### src/rtl/dsadc_seq.sv
module dsadc_seq #(
  parameter int INT_LEN   = 10000,
  parameter int MAX_DEINT = 20000,
  parameter int SZ_LEN    = 100,
  parameter int IZ_LEN    = 100,
  localparam int LA = (INT_LEN > MAX_DEINT) ? INT_LEN : MAX_DEINT,
  localparam int LB = (SZ_LEN > IZ_LEN) ? SZ_LEN : IZ_LEN,
  localparam int CW = $clog2(((LA > LB) ? LA : LB) + 1)
) (
  input  logic          clk,
  input  logic          rst_n,
  input  logic          run,
  input  logic          comp_in,
  output logic [6:0]    sw_en,
  output logic          done,
  output logic [CW-1:0] res_count,
  output logic          res_pos,
  output logic          res_ovr
);

  typedef enum logic [2:0] {IDLE, SYSZ, INTG, DEINT, INTZ} phase_t;

  phase_t        phase;
  logic [CW-1:0] cnt;
  logic          s1, s2, pol;

  wire crossed = (s2 != pol);

  always_comb begin
    case (phase)
      SYSZ:    sw_en = 7'b0111000;
      INTG:    sw_en = 7'b0000001;
      DEINT:   sw_en = pol ? 7'b0100010 : 7'b0100100;
      INTZ:    sw_en = 7'b1100000;
      default: sw_en = 7'b0000000;
    endcase
  end

  always_ff @(posedge clk or negedge rst_n) begin
    if (!rst_n) begin
      phase     <= IDLE;
      cnt       <= '0;
      s1        <= 1'b0;
      s2        <= 1'b0;
      pol       <= 1'b0;
      done      <= 1'b0;
      res_count <= '0;
      res_pos   <= 1'b0;
      res_ovr   <= 1'b0;
    end else begin
      s1   <= comp_in;
      s2   <= s1;
      done <= 1'b0;
      case (phase)
        IDLE: begin
          cnt <= '0;
          if (run) phase <= SYSZ;
        end
        SYSZ: begin
          if (cnt == CW'(SZ_LEN - 1)) begin
            cnt   <= '0;
            phase <= INTG;
          end else cnt <= cnt + 1'b1;
        end
        INTG: begin
          if (cnt == CW'(INT_LEN - 1)) begin
            cnt   <= '0;
            pol   <= s2;
            phase <= DEINT;
          end else cnt <= cnt + 1'b1;
        end
        DEINT: begin
          if (crossed || cnt == CW'(MAX_DEINT - 1)) begin
            done      <= 1'b1;
            res_pos   <= pol;
            res_ovr   <= !crossed;
            res_count <= crossed ? cnt : CW'(MAX_DEINT);
            cnt       <= '0;
            phase     <= INTZ;
          end else cnt <= cnt + 1'b1;
        end
        INTZ: begin
          if (cnt == CW'(IZ_LEN - 1)) begin
            cnt   <= '0;
            phase <= run ? SYSZ : IDLE;
          end else cnt <= cnt + 1'b1;
        end
        default: phase <= IDLE;
      endcase
    end
  end

endmodule

### config.mk
export PLATFORM = sky130hd
export DESIGN_NAME = dsadc_seq
export DESIGN_NICKNAME = d
export VERILOG_FILES = /design/src/rtl/dsadc_seq.sv
export SDC_FILE = /design/constraint.sdc
export NUM_CORES = 1
export LEC_CHECK = 0
export ABC_AREA = 1
export BUFFER_PORTS_ARGS = -buffer_cell sky130_fd_sc_hd__buf_2
export CAP_MARGIN = 20
export CORE_ASPECT_RATIO = 1.2
export CORE_MARGIN = 10
export CORE_UTILIZATION = 50
export DETAILED_ROUTE_END_ITERATION = 6
export PLACE_DENSITY = 0.81
export RECOVER_POWER = 100
export SLEW_MARGIN = 20
export SYNTH_ARGS = -nofsm -noshare
export SYNTH_HDL_FRONTEND = slang
export SYNTH_SLANG_ARGS = --single-unit
### constraint.sdc
create_clock -name clk -period 2.4 [get_ports clk]
set_clock_uncertainty 0.2 [all_clocks]
set_input_delay 0.48 -clock clk [delete_from_list [all_inputs] [get_ports clk]]
set_output_delay 0.48 -clock clk [all_outputs]
set_load 0.005 [all_outputs]
==> impl_summary.md, run 1 <==
Global route
The number of antenna violations at the first check in global routing is 0. The number of global-route vias before repair came to around 1700. The global routing usage summed across all routing layers is 13.60%. The overflow left after global routing is 0. The first-pass GRT wire length is between 7 and 8 mm. Entering global routing, the biggest net connects 19 pins.

Pwr
The worst-case IR drop observed on VDD is 0.0004018 V. The portion of total power attributed to sequential cells is between 50% and 60%. For this design the total switching power over the nets is between 0.2 and 0.25 mW. In this run switching power makes up 19.78% of total power. The fraction of power consumed by combinational cells is 1.7%. The static power due to leakage is between 1 and 1.5 nW. After layout, the design draws a total of between 1 and 1.5 mW. The total power density per cell area is about 540 mW/mm^2. Of the total power, the clock network draws a little under half. The internal cell power is roughly 1.0 mW.

Run status
The flow ran to the end, and the final reports show no timing, DRC or antenna violations.

Synthesis
The cell area after technology mapping is approximately 0.0020 mm^2. The count of flip-flops with a built-in enable after synthesis is 0. Summed over its instances, the top area cell type makes up a little under half of the synthesized netlist area. The most frequently used flop master after synthesis is sky130_fd_sc_hd__dfrtp_1. The sequential-to-total area share from yosys stat is a little under half. The number of register bits inferred by synthesis is 39. The distinct cell type count after synthesis is 29. Synthesis produced a netlist with a net count of around 250. The dominant cell type by area after synthesis is sky130_fd_sc_hd__dfrtp_1. For this run, asynchronously set or reset flops after synthesis account for between 90% and 100%. The count of warnings emitted by yosys is 0.

Sorting the synthesized cells by area gives the leading types as sky130_fd_sc_hd__dfrtp_1, sky130_fd_sc_hd__nand2_1, sky130_fd_sc_hd__nor2_1. The synthesized instance count is ~250. After synthesis, the mean cell area works out to a little over 8 um^2.

Timing
The final setup violation count is 0. The final critical path takes up between 90 and 100% of the cycle. In the final timing run, aggregate negative setup slack is 0 ns. At the pin with the least slew margin, the transition time is around 1 ns. The relative max-transition margin is roughly a third. Setup repair after global routing left no endpoint under its margin. The number of pins exceeding their max-slew limit in the final report was 0.

The shortest clock period the worst path allows after layout is approximately 2.2 ns. The number of endpoints with negative hold slack in the final report is 0. In the post-route analysis, the smallest setup slack over all paths is approximately 0.21 ns. Static timing analysis puts the maximum clock frequency at approximately 460 MHz.

Floorplanning
The boundary pin count is 29. The floorplan step set the die width to 78.43 um. The standard-cell row count is 25. The initial utilization of the core area, before any placement, comes to 51.97%. The core box area is a little under 0.004 mm^2.

The die covers approximately 0.007 mm^2. The die span in y is between 90 and 100 um.

Placement
The placed wire-length estimate is between 3 and 4 mm. The worst setup slack before clock tree synthesis is approximately 0.48 ns. The congestion estimate from routability-driven global placement came to 0.8883.

The count of placed standard cells including taps is about 330. The count of buffers added on input and output ports is 28.

Worst hold path
The worst min-delay path category is in2reg. Along the worst hold path, the cell count comes to 1. The end point of the worst hold path is s1$_DFF_PN0_. The critical hold path startpoint is comp_in.

Critical path
The required time of the critical path is about 1.7 ns. The setup check on the worst reg-to-reg path leaves a slack of around 0.29 ns. The nature of the critical path endpoint is a primary output.

On the worst path, the slowest cell contributes a delay of approximately 0.39 ns. For this design, the slowest cell found on the critical path is sky130_fd_sc_hd__dfrtp_1. STA classifies the critical path startpoint as a flop. In this run the critical register-to-register path is captured at res_count[11]$_DFFE_PN0P_. Walking the worst path, the cells encountered are inv_1, nand3_2, inv_1, or2_2, buf_2.

The startpoint of the most critical setup path is phase[2]$_DFFE_PN0P_. Counting cells, the worst reg-to-reg path comes to 11. The maximum fanout along the worst path is 7. The worst setup path is of the reg2out kind. Together, buffers and inverters on the worst path number 3. Data arrives at the worst endpoint at approximately 1.5 ns. The most frequent cell on the critical path is sky130_fd_sc_hd__inv_1. The startpoint identified for the worst register-to-register timing path is cnt[0]$_DFFE_PN0P_.

The cell family with the largest share of critical-path delay is simple AND/OR/NAND/NOR gates.

Clocking
The H-tree generated during clock tree synthesis spans 2 levels. The insertion delay to the later sink of the worst-skew pair is 0.30 ns. The number of buffers inserted to repair setup after CTS is 0.

The clock passes through at most 2 buffers. The root buffer cell is sky130_fd_sc_hd__clkbuf_8. After clock tree synthesis, the clock-pin slew on the worst setup and hold paths is around 0.070 ns. Counting every sink on the clock net gives 39. The number of clock buffers inserted by TritonCTS is 5.

The TritonCTS clock tree is yes.

Flow run
The max-capacitance violation count is 0.

Detailed routing
The vias per cell is around 5. The number of vias in the routed layout is about 1700. The detailed-route DRC error count is 0. After detailed routing, the average wire length per cell comes to between 10 and 15 um. The first routing iteration left 135 violations. Before antenna repair, the detailed router went through 4 iterations.

For this block, the routed nets add up to 4.533 mm of wire. The detail route stage leaves a number of antenna-violating nets equal to 0.

Final layout
The final standard cell count with taps included and fillers excluded is 337. In the layout the commonest cells are sky130_fd_sc_hd__nand2_1, sky130_fd_sc_hd__dfrtp_1, sky130_fd_sc_hd__nor2_1, sky130_fd_sc_hd__inv_1, sky130_fd_sc_hd__clkbuf_1. The end-of-flow core utilization is approximately three fifths. The layout cell share with drive strength beyond 1 is roughly 15%. At the end of the flow, the number of nets in the layout was ~290.

The area added between synthesis and finish is 13.13%. The leading cell type in the layout, fill and taps excluded is sky130_fd_sc_hd__nand2_1. 0 antenna diodes ended up in the layout.
[worst reg2reg max path: stages (launching register included)]
cell and delay, ns:
sky130_fd_sc_hd__dfrtp_1 0.41, sky130_fd_sc_hd__ha_1 0.25, sky130_fd_sc_hd__nand2_1 0.11, sky130_fd_sc_hd__clkinvlp_2 0.11, sky130_fd_sc_hd__nand2_1 0.19, sky130_fd_sc_hd__nor2_4 0.04, sky130_fd_sc_hd__nand2_1 0.13, sky130_fd_sc_hd__nand2_2 0.08
sky130_fd_sc_hd__nand2_4 0.18, sky130_fd_sc_hd__inv_2 0.11, sky130_fd_sc_hd__nor2_1 0.11, sky130_fd_sc_hd__a21oi_1 0.06
[routing by layer]
layer	vias up	track usage, %	share of wire [%]	wire length [um]
met5	-	0	0	0
met4	0	6.587	1.8	82
met3	7	3.685	5.2	235
met2	30	22.12	50	2277
met1	798	15.99	43	1938
li1	850	-	-	-
[timing repair]
item	in CTS	in global routing
resized for setup	0	0
endpoints found under the hold margin	16	0
hold buffers	1	0
[Yosys cell counts (2+ instances only)]
cell,count
sky130_fd_sc_hd__nor2_2,4
sky130_fd_sc_hd__nand2_4,2
sky130_fd_sc_hd__inv_1,29
sky130_fd_sc_hd__buf_6,2
sky130_fd_sc_hd__nand3_2,3
sky130_fd_sc_hd__nand4_1,6
sky130_fd_sc_hd__nor2_1,34
sky130_fd_sc_hd__o21ai_0,10
sky130_fd_sc_hd__nand3_1,8
sky130_fd_sc_hd__nand2_1,57
sky130_fd_sc_hd__xor2_1,7
sky130_fd_sc_hd__a21oi_1,5
sky130_fd_sc_hd__a22o_1,10
sky130_fd_sc_hd__buf_4,2
sky130_fd_sc_hd__o21ai_1,6
sky130_fd_sc_hd__buf_2,2
sky130_fd_sc_hd__inv_2,6
sky130_fd_sc_hd__nand3_4,2
sky130_fd_sc_hd__nand2_2,6
sky130_fd_sc_hd__dfrtp_1,39
[cells by family (layout without fill, tap and decap cells)]
group / after synthesis / count (layout) / share of synthesized area (%)
compound gates: 33 / 33 / 10.08
xor+xnor: 8 / 8 / 3.421
fa+ha+maj: 1 / 1 / 0.6108
buf+inv: 42 / 76 / 8.979
flops: 39 / 39 / 47.65
simple gates: 126 / 126 / 29.26
[power by group through the flow]
stage / registers, mW / logic [mW] / clock network (mW)
global placement: 0.672 / 0.0209 / 0
global route: 0.659 / 0.0246 / 0.610
CTS: 0.659 / 0.0232 / 0.570
finish: 0.659 / 0.0210 / 0.566
floorplan: 0.672 / 0.00342 / 0
detailed placement: 0.672 / 0.0220 / 0
[registers in the layout, indices dropped and copies added, names as in the netlist]
| register | flops |
|---|---|
| cnt | 15 |
| res_pos | 1 |
| res_ovr | 1 |
| phase | 3 |
| pol | 1 |
| s2 | 1 |
| s1 | 1 |
| done | 1 |
| res_count | 15 |
[metrics by stage]
step | instance area, um^2 | hold slack (ns)
after detailed placement | 2231 | 0.1385
after CTS | 2359 | 0.08540
final | 2317 | 0.08915
after global placement | 2231 | 0.1322
after global routing | 2317 | 0.08368
after floorplan | 2048 | -0.01559
[final cells by class]
type / instances / area [um^2]
inverter: 36 / 136.4
clock inverter: 2 / 35.03
multi-input combinational: 168 / 873.3
fill: 378 / 1624
timing repair buffer: 32 / 146.4
tap: 54 / 67.56
sequential: 39 / 975.9
clock buffer: 6 / 82.58
[worst max path at each step]
stage | to | slack [ns] | cells past startpoint
2_1_floorplan | cnt[7]$_DFFE_PN0P_ | 0.72 | 11
3_3_place_gp | res_count[11]$_DFFE_PN0P_ | 0.54 | 11
3_5_place_dp | res_count[11]$_DFFE_PN0P_ | 0.48 | 11
4_1_cts | sw_en[5] | 0.26 | 4
5_1_grt | res_count[11]$_DFFE_PN0P_ | 0.08 | 11
6_report | sw_en[5] | 0.21 | 5
No activity file was read; power rests on OpenSTA's default activity.
==> inputs of run 2 (changes only) <==
--- a/config.mk
+++ b/config.mk
@@ -13,4 +13,5 @@
 export CORE_UTILIZATION = 50
 export DETAILED_ROUTE_END_ITERATION = 6
+export MAX_ROUTING_LAYER = met4
 export PLACE_DENSITY = 0.81
 export RECOVER_POWER = 100
==> constraint.sdc (replaced) <==
create_clock -name clk -period 2.4 [get_ports clk]
set_clock_uncertainty 0.2 [all_clocks]
set_input_delay 0.24 -clock clk [delete_from_list [all_inputs] [get_ports clk]]
set_output_delay 0.24 -clock clk [all_outputs]
set_load 0.005 [all_outputs]
==> run 2 against run 1 <==
Compared with the run above: register-to-register slack improved by 0.08 ns; flip-flop and latch count did not move; die area did not move; first-iteration DRC count fell by 5.2%; final area fell by 0.76%; count of clock-buffer cells in the layout did not move; clock power barely moved; wire length fell by 3.5%; total power fell by 0.20%; via count fell by 1.7%; sequential power barely moved; critical path depth rose by 6; critical path type is now reg2reg.
==> impl_summary.md, run 2 (same netlist as run 1, synthesis figures left out) <==
Floorplanning
The region available for standard cell placement spans just under 0.004 mm^2. In this run the core area contains 25 standard-cell rows. The die outline width is 78.43 um. The total die area is about 0.0071 mm^2.

The boundary pin count is 29. The die is around 90 um tall. For this configuration, the core starts out at a cell density of between 50% and 60%.

Final layout
Fill cells in the final layout number just under 400. From synthesis to final layout, the design area changed by 12.28%. In the final layout, the registers with the most flip-flops are cnt x15, res_count x15, phase x3.

The leading cell type in the layout, fill and taps excluded is sky130_fd_sc_hd__nand2_1. 0 antenna diodes ended up in the layout. The layout cell share with drive strength beyond 1 is about an eighth. The final standard cell count with taps included and fillers excluded is 336. The final layout contains about 290 nets. In the final layout, the multi-input gates occupy approximately 860 um^2. The top cell types in the final layout, fill and taps aside, are sky130_fd_sc_hd__nand2_1, sky130_fd_sc_hd__dfrtp_1, sky130_fd_sc_hd__nor2_1, sky130_fd_sc_hd__inv_1, sky130_fd_sc_hd__clkbuf_1. Across the whole layout, storage elements account for 975.9 um^2.

Timing
The number of endpoints with negative hold slack in the final report is 0. Setup violations remaining at the end of the flow were counted as 0. For the pin with the worst max-slew slack, the measured transition is slightly above 0.9 ns. Setup repair after global routing left no endpoint under its margin. The worst path needs ~2 ns of the cycle, external delays included. Headroom to the max-slew limit came out at around two fifths. The number of pins exceeding their max-slew limit in the final report came to 0.

The fmax is roughly 490 MHz. After routing, the total negative slack on setup checks comes to 0 ns. The final critical path takes up a little over four fifths of the cycle.

Critical path
The maximum fanout along the worst path is 14. The reg-to-reg startpoint is cnt[0]$_DFFE_PN0P_. The required time of the critical path is 2.35 ns. The worst register-to-register path ends at res_count[10]$_DFFE_PN0P_. The worst setup path is captured at a flop. STA classifies the critical path startpoint as a flop. Counting cells, the worst reg-to-reg path comes to 11. The minimum setup slack among reg-to-reg paths is between 0.3 and 0.4 ns. The critical path is of the reg2reg type. Data arrives at the worst endpoint at 1.98 ns.

Global route
The number of global-route vias before repair was between 1500 and 2000. The first global-routing pass estimated 7.755 mm of wire. The pin count of the biggest net entering global routing is 40. The global routing usage summed across all routing layers is approximately 14%. The number of antenna violations at the first check in global routing is 0.

The overflow left after global routing is 0.

Detailed routing
The routed wire length per instance is around 13 um. The iteration-0 DRC count of the detailed router is 128. The routed design has between 4 and 5 mm of wire. The first detailed-routing pass ran for 4 iterations. The routed layout has 1656 vias. Dividing the detail-routed via count by the number of cells gives slightly below 5. The count of nets left with antenna violations once routing finished came out at 0.

The detailed-route DRC error count is 0.

Worst hold path
The path with the worst hold slack has its endpoint at phase[0]$_DFFE_PN0P_. The worst hold path passes through 5 cells. In this run the most critical hold path is launched from run. In this run the worst hold path is classified as in2reg.

Placement
In this run, placement finished with an instance count of approximately 330. Input and output buffers added on the ports amount to 28. The HPWL after detailed placement is between 3 and 4 mm.

The routability congestion estimate from global placement is 0.9099.

Clocking
The number of buffers inserted to repair setup after CTS is 0. The deepest clock path buffer count is 2. The TritonCTS clock tree is yes.

The level count of the clock H-tree is 2. TritonCTS created 5 clock buffers. Clock-pin slew was measured on the worst setup and hold paths at approximately 0.070 ns. For this design, the sink count on the clock tree is 39.

The tree is rooted in a sky130_fd_sc_hd__clkbuf_8. The insertion delay to the later sink of the worst-skew pair is a little under 0.3 ns.

Pwr
The total chip power is roughly 1.2 mW. Of the total power, the share spent switching nets is around 20%. The portion of total power attributed to sequential cells is 53.0%. The largest voltage drop on the vdd net is around 0.00032 V. The clock network is responsible for a little under half of the overall power. The total power density per cell area is approximately 540 mW/mm^2. In this run the static leakage power is between 1 and 1.5 nW. The fraction of power consumed by combinational cells is roughly 1.6%.

In this run the power spent charging and discharging nets is between 0.2 and 0.25 mW. The internal cell power is 0.9994 mW.

Run status
The run finished with clean final reports.

Flow run
Max-cap violations in this run came to 0.
run 2: changes by cell type in the layout (fill, tap and decap cells not counted), sizes merged:
cell         change
buf              -3
clkbuf           +1
dlygate4sd3      +1
clkinv           +1
clkinvlp         -1
run 2: worst max-delay path, stage by stage (launching register included):
cell	delay (ns)
sky130_fd_sc_hd__dfrtp_1	0.41
sky130_fd_sc_hd__ha_1	0.25
sky130_fd_sc_hd__nand2_1	0.12
sky130_fd_sc_hd__clkinv_2	0.09
sky130_fd_sc_hd__nand2_4	0.09
sky130_fd_sc_hd__nor2_4	0.03
sky130_fd_sc_hd__nand2_2	0.09
sky130_fd_sc_hd__nand2_1	0.09
sky130_fd_sc_hd__nand2_4	0.18
sky130_fd_sc_hd__inv_1	0.15
sky130_fd_sc_hd__nor2_1	0.12
sky130_fd_sc_hd__a21oi_1	0.05
run 2: worst max path at each step:
stage / from / to
after global routing: cnt[0]$_DFFE_PN0P_ / res_count[10]$_DFFE_PN0P_
after floorplan: cnt[0]$_DFFE_PN0P_ / cnt[7]$_DFFE_PN0P_
after detailed placement: cnt[0]$_DFFE_PN0P_ / res_count[10]$_DFFE_PN0P_
after CTS: cnt[0]$_DFFE_PN0P_ / res_count[10]$_DFFE_PN0P_
final: cnt[0]$_DFFE_PN0P_ / res_count[10]$_DFFE_PN0P_
after global placement: cnt[0]$_DFFE_PN0P_ / res_count[11]$_DFFE_PN0P_
run 2: metal layers:
| metal | part of all wire, % | global-route usage [%] | up-vias |
|---|---|---|---|
| met5 | 0 | - | - |
| met4 | 1.7 | 5.689 | 0 |
| li1 | - | - | 851 |
| met2 | 48 | 22.53 | 32 |
| met3 | 4.9 | 3.287 | 8 |
| met1 | 46 | 15.38 | 765 |
run 2: through the flow:
| step | setup WS (ns) | utilization (%) | hold WS (ns) | area (um^2) |
|---|---|---|---|---|
| after CTS | 0.4787 | 59.71 | 0.1420 | 2354 |
| after global placement | 0.5262 | 56.22 | 0.1330 | 2216 |
| final | 0.3703 | 58.35 | 0.1463 | 2300 |
| after detailed placement | 0.4875 | 56.22 | 0.1387 | 2216 |
| after global routing | 0.1859 | 58.35 | 0.1607 | 2300 |
| after floorplan | 0.7218 | - | -0.2556 | 2048 |
run 2: cell type report:
class / count / area share, %
Inverter: 36 / 5.930
Tap cell: 54 / 2.938
Multi-Input combinational cell: 168 / 37.32
Clock buffer: 6 / 3.591
Clock inverter: 2 / 1.523
Sequential cell: 39 / 42.44
Timing Repair Buffer: 31 / 6.257
run 2: power by group through the flow:
stage / Sequential, mW / Clock (mW) / Combinational, mW
2_1_floorplan: 0.672 / 0 / 0.00342
3_3_place_gp: 0.672 / 0 / 0.0184
3_5_place_dp: 0.672 / 0 / 0.0188
4_1_cts: 0.659 / 0.578 / 0.0210
5_1_grt: 0.659 / 0.605 / 0.0237
6_report: 0.659 / 0.565 / 0.0194
run 2: timing repair:
action | CTS | global route
resized for setup | 0 | 0
endpoints found under the hold margin | 40 | 0
hold buffers | 2 | 0
==> inputs of run 3 (changes only) <==
ABC_AREA = 0   (was 1)
clock period = 1.9 ns   (was 2.4 ns; I/O delays follow)
==> run 3 against run 2 <==
Compared with the run above: the flow now finishes with violations (setup timing); wire length grew 50%; synthesized area down 6.2%; clock power up 9.4%; die area down 4.7%; count of clock-buffer cells in the layout up 2; critical path depth decreased by 5; non-clock buffer count grew 58; first-iteration DRC count is 71% higher; setup slack got worse by 0.83 ns; final area grew 24%; register-to-register slack worse by 0.83 ns.
==> impl_summary.md, run 3 <==
Synthesis
By count the netlist is led by sky130_fd_sc_hd__dfrtp_1, sky130_fd_sc_hd__nand2_1, sky130_fd_sc_hd__o21ai_0, sky130_fd_sc_hd__nor2_1, sky130_fd_sc_hd__a22o_1. Among all flip-flop cells after synthesis, the most frequent one is sky130_fd_sc_hd__dfrtp_1. Counting flops with a built-in enable in the synthesized netlist gives 0. The number of register bits inferred by synthesis is 39. The netlist uses 43 different library cells. During synthesis, Yosys emitted a total of 0 warnings.

The cell area that synthesis handed to floorplanning was around 0.0019 mm^2. In this run the mean area of a mapped cell was between 10 and 15 um^2. The share of the Yosys chip area taken by registers is about half. In the synthesized netlist the async set-or-reset flop fraction comes to 100.0%.

The share of Yosys cell area claimed by the top area cell type is 50.78%. After synthesis, the cell types taking the most area are sky130_fd_sc_hd__dfrtp_1, sky130_fd_sc_hd__a22o_1, sky130_fd_sc_hd__o21ai_0. The dominant cell type by area after synthesis is sky130_fd_sc_hd__dfrtp_1. Synthesis produced a netlist with a net count of about 190.

The most common cell in the synthesized netlist is sky130_fd_sc_hd__dfrtp_1. Synthesis produced a netlist whose cell count is between 150 and 200.

Critical path
The startpoint of the most critical setup path is cnt[13]$_DFFE_PN0P_. The worst stage delay on the critical path is 0.57 ns. The endpoint arrival time on the critical path is approximately 2.3 ns. Walking the worst path, the cells encountered are or4bb_4, o41ai_4, nand2_2, a311oi_4, buf_6, o22ai_1. The critical path is of the reg2reg type.

Along the worst path, the maximum fanout reaches 7. The largest individual stage delay along the critical path comes from the cell sky130_fd_sc_hd__or4bb_4. The worst setup path is launched from a flop. STA puts the critical path data required time at between 1.5 and 2 ns.

The nature of the critical path endpoint is a flop. The reg-to-reg startpoint is cnt[13]$_DFFE_PN0P_.

Floorplanning
The initial core utilization is 52.46%. For this design the top-level I/O count stands at 29. The floorplan has 24 rows. The die span in y is between 80 and 90 um.

The die covers around 0.0067 mm^2. The die is 76.60 um wide. The core box area is ~0.0037 mm^2.

Detailed routing
The number of vias in the routed layout is between 1500 and 2000. The wire length reported by the detailed router is 6.580 mm. The routed length on met1 is between 2 and 3 mm. The post-route antenna net violation count is 0. After detailed routing, the average wire length per cell comes to 20.25 um.

The detailed-route DRC error count is 0. The routed design uses between 3 and 4 mm of met2 wire. The highest metal layer with signal wires is met4. Dividing the detail-routed via count by the number of cells gives between 6 and 7.

In the detailed route, the total length drawn on met3 is about 530 um. After the first detailed-routing iteration, the DRC count stood at 219. The pre-antenna-repair detailed-routing pass consisted of 4 iterations.

Timing
The measured slew at the worst slew-check pin is between 1 and 1.5 ns. The final setup violation count is 37. The setup slack of the critical path after layout is -0.4617 ns.

Setup repair after global routing could not meet its margin everywhere. For the finished layout, the period the worst path requires is between 2 and 2.5 ns. The final clock period utilization by the worst path is 124.3%. The relative max-transition margin is between 20 and 30%. The number of pins exceeding their max-slew limit in the final report is 0. The number of endpoints with negative hold slack in the final report is 0. The fmax is 423.4 MHz.

Placement
The HPWL after detailed placement is approximately 3.9 mm. Including well taps, the total number of placed cells is 308. Timing analysis after detailed placement gives a worst setup slack of -0.5018 ns.

The routability congestion estimate from global placement is 0.9462. The number of port buffers is 28.

Pwr
The total power density per cell area is 1252 mW/mm^2. The static power due to leakage is ~1.3 nW. The worst-case IR drop observed on VDD is roughly 0.0010 V. The share of total power dissipated in sequential elements is 30.3%. The switching share of power is 38.30%. For this design the total switching power over the nets is around 1.4 mW. The total chip power is 3.581 mW. The share of total power dissipated in combinational logic is roughly 52%. The internal cell power is 2.209 mW. The clock power share is 17.3%.

Final layout
The library cell used most frequently in the layout, excluding fill and tap cells, is sky130_fd_sc_hd__buf_4. After filler insertion, the fill cell instance count of the layout stands at 244. After the last flow step, the layout net total stands at 277. In the layout the commonest cells are sky130_fd_sc_hd__buf_4, sky130_fd_sc_hd__dfrtp_1, sky130_fd_sc_hd__clkbuf_1, sky130_fd_sc_hd__nand2_1, sky130_fd_sc_hd__buf_2. The largest registers in the layout are cnt x15, res_count x15, phase x3.

The area growth from synthesis to layout is 48.83%. The final standard cell count with taps included and fillers excluded is 325. The count of antenna diodes in the layout is 0. The layout cell share with drive strength beyond 1 is 43.59%.

Clocking
Counting along the longest clock path gives a buffer depth of 2. The root buffer cell chosen for the clock tree is sky130_fd_sc_hd__clkbuf_8. The insertion delay to the later sink of the worst-skew pair is just under 0.3 ns. The TritonCTS clock tree is yes.

The level count of the clock H-tree is 2. After clock tree synthesis, the clock-pin slew on the worst setup and hold paths is about 0.07 ns. The number of clock buffers inserted by TritonCTS is 5. The CTS sink count is 39.

Run status
The final reports fail on setup timing. The flow ran to the end, but the final reports show violations.

Global route
Entering global routing, the biggest net connects 22 pins. The number of global-route vias before repair came to approximately 1900. The global routing usage summed across all routing layers is between 10% and 20%.

The number of antenna violations at the first check in global routing is 0. The first global-routing pass estimated roughly 9.4 mm of wire. The overflow left after global routing is 0.

Worst hold path
The critical hold path startpoint is s1$_DFF_PN0_. The path class of the tightest hold or removal check is reg2reg.

Flow run
Across the run, the number of max-cap violations was 0.
[run 3: area by class of cell]
class	count	area [um^2]	area share [%]
Inverter	2	20.02	0.6999
Sequential cell	39	975.9	34.12
Timing Repair Buffer	89	600.6	21.00
Multi-Input combinational cell	135	1099	38.41
Clock buffer	8	100.1	3.500
Tap cell	52	65.06	2.275
[run 3: worst max-delay path: cells and delay by family, from the launching register on]
family                 cells  cell delay, ns
AOI/OAI and AO/OA          3            0.69
and+or+nand+nor            2            0.71
DFF                        1            0.43
buffers and inverters      1            0.20
[run 3: routing by layer]
metal  up-vias  GRT usage [%]
li1        876              -
met1       964          19.11
met2       116          32.12
met3        39          4.406
met4         0          5.922
met5         -              -
[run 3: worst paths after layout]
kind	to	slack, ns	cells after the start
setup / recovery	cnt[3]$_DFFE_PN0P_	-0.46	6
hold / removal	s2$_DFF_PN0_	0.16	0
setup reg to reg	cnt[3]$_DFFE_PN0P_	-0.46	6
hold reg to reg	s2$_DFF_PN0_	0.16	0
max in group asynchronous	cnt[1]$_DFFE_PN0P_	0.25	3
min in group asynchronous	res_count[11]$_DFFE_PN0P_	0.40	2
[run 3: stage by stage]
stage                     area (um^2)  hold WS [ns]  util, %  setup TNS [ns]
after floorplan                  1961       -0.3056        -          -9.544
after global placement           2476      -0.04170    67.59          -11.49
after detailed placement         2476      -0.03581    67.59          -12.85
after CTS                        2739        0.1570    74.76          -10.98
after global routing             2860        0.1706    78.07          -14.10
final                            2860        0.1556    78.07          -12.21
[run 3: cells by family after synthesis]
kind of cell | after synthesis | synth area share, %
adder cells (fa/ha/maj) | 1 | 0.6509
AND/OR/NAND/NOR | 76 | 21.68
multiplexers | 5 | 2.995
XOR/XNOR | 2 | 0.9116
buffers and inverters | 12 | 3.515
flip-flops | 39 | 50.78
AO/OA/AOI/OAI | 51 | 19.47
[run 3: power by group through the flow]
stage,clock (mW),combinational [mW],sequential (mW)
final,0.618,1.88,1.09
after global routing,0.660,1.97,1.10
after CTS,0.612,1.63,1.08
after detailed placement,0,1.44,1.09
after global placement,0,1.41,1.09
after floorplan,0,0.735,1.11
[run 3: timing repair]
item / CTS / global route
gates cloned: 0 / 1
hold buffers: 2 / 0
buffers inserted: 1 / 5
setup endpoints to repair: 37 / 39
hold endpoints to repair: 20 / 0
resized for setup: 28 / 24
pin swaps: 1 / 8
